**src/rtl/can_irq_pkg.sv**
```systemverilog
package can_irq_pkg;

    typedef enum logic [1:0] {
        BUS_OK      = 2'b00,
        BUS_WARN    = 2'b01,
        BUS_PASSIVE = 2'b10,
        BUS_OFF     = 2'b11
    } bus_state_e;

    typedef enum logic [1:0] {
        ADDR_RXFLG = 2'd0,
        ADDR_RXIE  = 2'd1,
        ADDR_TXFLG = 2'd2,
        ADDR_TXIE  = 2'd3
    } reg_addr_e;

    localparam int REG_W = 8;

    // Index of each receive-group flag inside the internal 4-bit bank
    localparam int RF_FULL = 0;
    localparam int RF_OVR  = 1;
    localparam int RF_STAT = 2;
    localparam int RF_WAKE = 3;
    localparam int RF_N    = 4;

    // Software-visible view of the receive flag byte
    typedef struct packed {
        logic       wake;
        bus_state_e rstat;
        bus_state_e tstat;
        logic       stat_chg;
        logic       ovr;
        logic       full;
    } rx_view_t;

    function automatic bus_state_e classify(input int unsigned cnt,
                                            input bit          tx_side,
                                            input int unsigned warn_lim,
                                            input int unsigned passive_lim,
                                            input int unsigned busoff_lim);
        if (tx_side && cnt >= busoff_lim) return BUS_OFF;
        if (cnt >= passive_lim)           return BUS_PASSIVE;
        if (cnt >= warn_lim)              return BUS_WARN;
        return BUS_OK;
    endfunction

endpackage

```
**src/rtl/can_w1c_bank.sv**
```systemverilog
module can_w1c_bank #(
    parameter int W = 4
) (
    input  logic         clk,
    input  logic         rst,
    input  logic [W-1:0] set_i,
    input  logic [W-1:0] clr_i,
    output logic [W-1:0] q
);
    for (genvar i = 0; i < W; i++) begin : g_bit
        always_ff @(posedge clk) begin
            if (rst)           q[i] <= 1'b0;
            else if (set_i[i]) q[i] <= 1'b1;   // cause present: set wins
            else if (clr_i[i]) q[i] <= 1'b0;
        end
    end
endmodule

```
**src/rtl/can_err_state.sv**
```systemverilog
module can_err_state
    import can_irq_pkg::*;
#(
    parameter int CNT_W       = 9,
    parameter int WARN_LIM    = 96,
    parameter int PASSIVE_LIM = 128,
    parameter int BUSOFF_LIM  = 256
) (
    input  logic             clk,
    input  logic             rst,
    input  logic [CNT_W-1:0] rx_cnt,
    input  logic [CNT_W-1:0] tx_cnt,
    output bus_state_e       rstat,
    output bus_state_e       tstat,
    output logic             changed
);
    localparam int SIDES = 2;

    logic [CNT_W-1:0] cnt [SIDES];
    bus_state_e       now_st [SIDES];
    bus_state_e       reg_st [SIDES];
    logic [SIDES-1:0] diff;

    assign cnt[0] = rx_cnt;
    assign cnt[1] = tx_cnt;

    for (genvar s = 0; s < SIDES; s++) begin : g_side
        always_comb begin
            now_st[s] = classify(32'(cnt[s]), (s == 1), WARN_LIM, PASSIVE_LIM, BUSOFF_LIM);
        end
        assign diff[s] = (now_st[s] != reg_st[s]);
        always_ff @(posedge clk) begin
            if (rst) reg_st[s] <= BUS_OK;
            else     reg_st[s] <= now_st[s];
        end
    end

    assign rstat   = reg_st[0];
    assign tstat   = reg_st[1];
    assign changed = |diff;
endmodule

```
**src/rtl/can_irq_flags.sv**
```systemverilog
module can_irq_flags
    import can_irq_pkg::*;
#(
    parameter int N_TX        = 3,
    parameter int CNT_W       = 9,
    parameter int WARN_LIM    = 96,
    parameter int PASSIVE_LIM = 128,
    parameter int BUSOFF_LIM  = 256
) (
    input  logic             clk,
    input  logic             rst,
    input  logic             rx_fg_load,
    input  logic             rx_frame_done,
    input  logic             rx_fifo_full,
    input  logic             bus_activity,
    input  logic             sleep_req,
    input  logic             sleep_ack,
    input  logic             wake_en,
    input  logic [N_TX-1:0]  tx_done,
    input  logic [CNT_W-1:0] rx_err_cnt,
    input  logic [CNT_W-1:0] tx_err_cnt,
    input  logic             wr_en,
    input  logic [1:0]       addr,
    input  logic [7:0]       wdata,
    output logic [7:0]       rdata,
    output logic             rx_release,
    output logic             irq_rx,
    output logic             irq_tx,
    output logic             irq_err,
    output logic             irq_wake
);
    localparam int WAKE_BIT = REG_W - 1;

    bus_state_e       rstat, tstat;
    logic             stat_chg;
    logic [RF_N-1:0]  rx_set, rx_clr, rx_flags, rx_ie;
    logic [N_TX-1:0]  tx_clr, tx_flags, tx_ie;
    logic             wr_rxflg, wr_rxie, wr_txflg, wr_txie;
    logic             wake_cause;
    rx_view_t         rx_view;

    can_err_state #(
        .CNT_W(CNT_W), .WARN_LIM(WARN_LIM),
        .PASSIVE_LIM(PASSIVE_LIM), .BUSOFF_LIM(BUSOFF_LIM)
    ) u_state (
        .clk(clk), .rst(rst),
        .rx_cnt(rx_err_cnt), .tx_cnt(tx_err_cnt),
        .rstat(rstat), .tstat(tstat), .changed(stat_chg)
    );

    assign wr_rxflg = wr_en && (addr == ADDR_RXFLG);
    assign wr_rxie  = wr_en && (addr == ADDR_RXIE);
    assign wr_txflg = wr_en && (addr == ADDR_TXFLG);
    assign wr_txie  = wr_en && (addr == ADDR_TXIE);

    assign wake_cause = bus_activity && sleep_req && sleep_ack && wake_en;

    always_comb begin
        rx_set           = '0;
        rx_set[RF_FULL]  = rx_fg_load;
        rx_set[RF_OVR]   = rx_frame_done && rx_fifo_full;
        rx_set[RF_STAT]  = stat_chg;
        rx_set[RF_WAKE]  = wake_cause;
        rx_clr           = '0;
        if (wr_rxflg) begin
            rx_clr[RF_FULL] = wdata[0];
            rx_clr[RF_OVR]  = wdata[1];
            rx_clr[RF_STAT] = wdata[2];
            rx_clr[RF_WAKE] = wdata[WAKE_BIT];
        end
        tx_clr = wr_txflg ? wdata[N_TX-1:0] : '0;
    end

    can_w1c_bank #(.W(RF_N)) u_rxbank (
        .clk(clk), .rst(rst), .set_i(rx_set), .clr_i(rx_clr), .q(rx_flags)
    );

    can_w1c_bank #(.W(N_TX)) u_txbank (
        .clk(clk), .rst(rst), .set_i(tx_done), .clr_i(tx_clr), .q(tx_flags)
    );

    always_ff @(posedge clk) begin
        if (rst) begin
            rx_ie <= '0;
            tx_ie <= '0;
        end else begin
            if (wr_rxie) rx_ie <= {wdata[WAKE_BIT], wdata[2:0]};
            if (wr_txie) tx_ie <= wdata[N_TX-1:0];
        end
    end

    assign rx_release = wr_rxflg && wdata[0] && rx_flags[RF_FULL] && !rx_fg_load;

    always_comb begin
        rx_view.wake     = rx_flags[RF_WAKE];
        rx_view.rstat    = rstat;
        rx_view.tstat    = tstat;
        rx_view.stat_chg = rx_flags[RF_STAT];
        rx_view.ovr      = rx_flags[RF_OVR];
        rx_view.full     = rx_flags[RF_FULL];
        rdata = '0;
        unique case (addr)
            ADDR_RXFLG: rdata = rx_view;
            ADDR_RXIE:  rdata = {rx_ie[RF_WAKE], 4'b0000, rx_ie[2:0]};
            ADDR_TXFLG: for (int i = 0; i < N_TX; i++) rdata[i] = tx_flags[i];
            default:    for (int i = 0; i < N_TX; i++) rdata[i] = tx_ie[i];
        endcase
    end

    assign irq_rx   = rx_flags[RF_FULL] && rx_ie[RF_FULL];
    assign irq_err  = (rx_flags[RF_OVR] && rx_ie[RF_OVR]) || (rx_flags[RF_STAT] && rx_ie[RF_STAT]);
    assign irq_wake = rx_flags[RF_WAKE] && rx_ie[RF_WAKE];
    assign irq_tx   = |(tx_flags & tx_ie);
endmodule

```
**config.mk**
```make
export PLATFORM = sky130hd
export DESIGN_NAME = can_irq_flags
export DESIGN_NICKNAME = d
export VERILOG_FILES = /design/src/rtl/can_irq_pkg.sv /design/src/rtl/can_w1c_bank.sv /design/src/rtl/can_err_state.sv /design/src/rtl/can_irq_flags.sv
export SDC_FILE = /design/constraint.sdc
export NUM_CORES = 1
export LEC_CHECK = 0
export BUFFER_PORTS_ARGS = -buffer_cell sky130_fd_sc_hd__buf_2
export CORE_AREA = 5 5 50 52
export CTS_BUF_LIST = sky130_fd_sc_hd__clkbuf_4
export DETAILED_ROUTE_END_ITERATION = 16
export DIE_AREA = 0 0 55 57
export GPL_TIMING_DRIVEN = 0
export PLACE_DENSITY = 0.83
export SYNTH_ARGS = -nofsm -noshare
export SYNTH_HDL_FRONTEND = slang
export SYNTH_SLANG_ARGS = --single-unit
```
**constraint.sdc**
```tcl
create_clock -name clk -period 1.9 [get_ports clk]
set_input_delay 0.095 -clock clk [delete_from_list [all_inputs] [get_ports clk]]
set_output_delay 0.095 -clock clk [all_outputs]
set_load 0.005 [all_outputs]
```
==> results.toml <==
[critical_path]
arrival_ns = 1.25
critical_path_class = "reg -> out"
endpoint_kind = "primary output"
rrSetupSlack_ns = 1.01
crit_path_start_kind = "flip-flop"
reg2reg_from = "u_state.reg_st[0][0]$_SDFF_PP0_"
r2r-end = "u_rxbank.q[2]$_SDFFE_PP0P_"
required_ns = 1.80
reg2reg_depth = 3
path_max_fanout = 3

[synth]
synth_cell_types = 25
synth_top_area_share = 0.408
synth.area.top_cells = "dfxtp_1 (41%), mux2i_1 (9.1%), nor2_1 (7.6%)"
synth_commonest_cells = "dfxtp_1 (18), nor2_1 (18), mux2i_1 (8)"
synthFlopType = "dfxtp_1"
synth_fp_nets = 133
ys_async_sr_fraction = 0
synth_edf_count = 0
post-synth-top-area-cell = "dfxtp_1"
synth-seq-area-share = 0.408
synth_area_sq_um = 883
synth_area_per_cell_sq_um = 9.60
ys_warn_count = 0
synth_seq_cells = 18
syn_inst = 92

[clock_network]
cts_resized = 0
cts.hold.buffers_added = 0
post_cts_buffers = 0
cts_inserted_buffers = 3
clockRootBuffer = "clkbuf_4"
cts.htree.levels = 1
cts.sinks = 18
cts_tree = "built"
clock_path_buffers = 2
clk_latency_ns = 0.30
clkTransAtPathRegs_ns = 0.11

[sta]
layout_setup_ws_ns = 0.555
rsz0062_at_grt = "no"
fin_crit_ns = 1.35
tns_ns = 0
setup_violations = 0
worst_pin_slew_ns = 0.271
final-hold-violation-count = 1
maxSlewHeadroom = 0.819
drv_slew = 0
min_period_over_period = 0.708
whs_ns = -0.00183
skew_ns = 0.00818
clock.fmax_mhz = 743

[placed_design]
io_buffers = 35
place_ws_ns = 0.893
gp_congestion = 0.888
dp.cells = 155

[route]
vias_per_cell = 5.13
dr.pass1.iters = 5
remaining_drc_errors = 0
ant_nets = 0
via_count = 815
routed_wl_microns = 2130
drtIter0Drc = 16
routedWlPerCell_microns = 13.4

[pwr]
power_density_mw_per_mm2 = 654
vdd_ir_drop_max_mv = 0.409
switchingPower_mw = 0.193
swShare = 0.264
p_int_mw = 0.539
power.leakage_nw = 0.580
pwr-share-comb = 0.167
seqPwrFrac = 0.562
power_frac_clock = 0.271
p_total_mw = 0.732

[floorplanning]
rows = 17
die_area_sq_mm = 0.00314
ios = 54
fp.dieH_microns = 57
core_sq_mm = 0.00206
die_x_microns = 55
initial_core_util = 0.428

[final_layout]
drive_above_1_share = 0.374
area_growth_pct = 26.8
nets = 173
diodes = 0
fin_cells = 159

[grt]
overflow = 0
grt_pass1_wl_microns = 3480
grt_max_degree = 11
grtUsageTotal = 0.151
grt_pass1_vias = 848
antenna_found_initial = 0

[run_status]
violations = "hold timing"
outcome = "finished with violations"

[hold_path]
holdCritPathClass = "in -> reg"
min_to = "u_txbank.q[2]$_SDFFE_PP0P_"
holdPathStages = 3
worstHoldStart = "tx_done[2]"

[flow_run]
maxCapViolCount = 0
sequential cells by signal (all words and copies together), names as in the netlist:
name / flops
u_state.reg_st: 4
u_rxbank.q: 4
tx_ie: 3
rx_ie: 4
u_txbank.q: 3
critical path: stages, from the launching register on:
cell and delay [ns]:
dfxtp_1 0.35, mux4_2 0.46, buf_2 0.14
placed cells by master (no fill, tap or decap), types with 2 or more instances in the layout:
| master | Yosys | routed |
|---|---|---|
| buf_2 | 3 | 38 |
| nor2_1 | 18 | 18 |
| dfxtp_1 | 18 | 18 |
| mux2i_1 | 8 | 8 |
| and2_1 | 6 | 6 |
| nand3_1 | 5 | 5 |
| a21oi_1 | 5 | 5 |
| nand2_1 | 5 | 5 |
| mux4_2 | 3 | 3 |
| clkbuf_4 | 0 | 3 |
| buf_6 | 2 | 2 |
| inv_1 | 2 | 2 |
| xor2_1 | 2 | 2 |
| xnor2_1 | 2 | 2 |
| a31oi_1 | 2 | 2 |
kinds of logic after synthesis:
logic type,share of synthesized area
and+or+nand+nor,0.262
DFF,0.408
muxes,0.167
AOI/OAI and AO/OA,0.0722
buffers and inverters,0.0510
xor gates and xnor gates,0.0397
worst max-delay path by stage:
stage	startpoint	endpoint	depth (start not counted)	slack, ns
after floorplan	tx_ie[0]$_SDFFE_PP0P_	rdata[0]	1	1.05
after global placement	u_rxbank.q[1]$_SDFFE_PP0P_	rdata[1]	2	0.90
after detailed placement	rx_err_cnt[8]	u_rxbank.q[2]$_SDFFE_PP0P_	5	0.89
after CTS	tx_ie[0]$_SDFFE_PP0P_	rdata[0]	2	0.55
after global routing	tx_ie[2]$_SDFFE_PP0P_	rdata[2]	2	0.52
final	tx_ie[0]$_SDFFE_PP0P_	rdata[0]	2	0.55
layer usage:
layer / up-vias / GRT usage / wire [microns]
met5: - / 0 / 0
met4: 0 / 0.0833 / 35
met3: 4 / 0.0313 / 177
met2: 34 / 0.264 / 1100
met1: 380 / 0.163 / 815
li1: 397 / - / -
power groups by stage:
stage / logic [mW] / clock network (mW) / registers (mW)
4_1_cts: 0.124 / 0.203 / 0.411
3_5_place_dp: 0.123 / 0 / 0.420
2_1_floorplan: 0.0757 / 0 / 0.415
5_1_grt: 0.136 / 0.216 / 0.414
3_3_place_gp: 0.119 / 0 / 0.418
6_report: 0.122 / 0.198 / 0.412
per-stage QoR:
step	utilization	instance area, sq um	hold WS, ns
3_5_place_dp	0.530	1090	0.317
6_report	0.543	1120	-0.00183
2_1_floorplan	-	883	0.212
3_3_place_gp	0.530	1090	0.297
4_1_cts	0.543	1120	0.00150
5_1_grt	0.543	1120	0.00587
area by class of cell:
| class | count | area, sq um |
|---|---|---|
| multi-input cells | 67 | 478 |
| repair buffers | 35 | 175 |
| fillers | 215 | 943 |
| clock buffers | 3 | 22.5 |
| flip-flops and latches | 18 | 360 |
| clock inverters | 1 | 3.75 |
| inverters | 2 | 7.51 |
| well taps | 28 | 35.0 |
| plain buffers | 5 | 37.5 |
(Power assumes the default switching activity.)
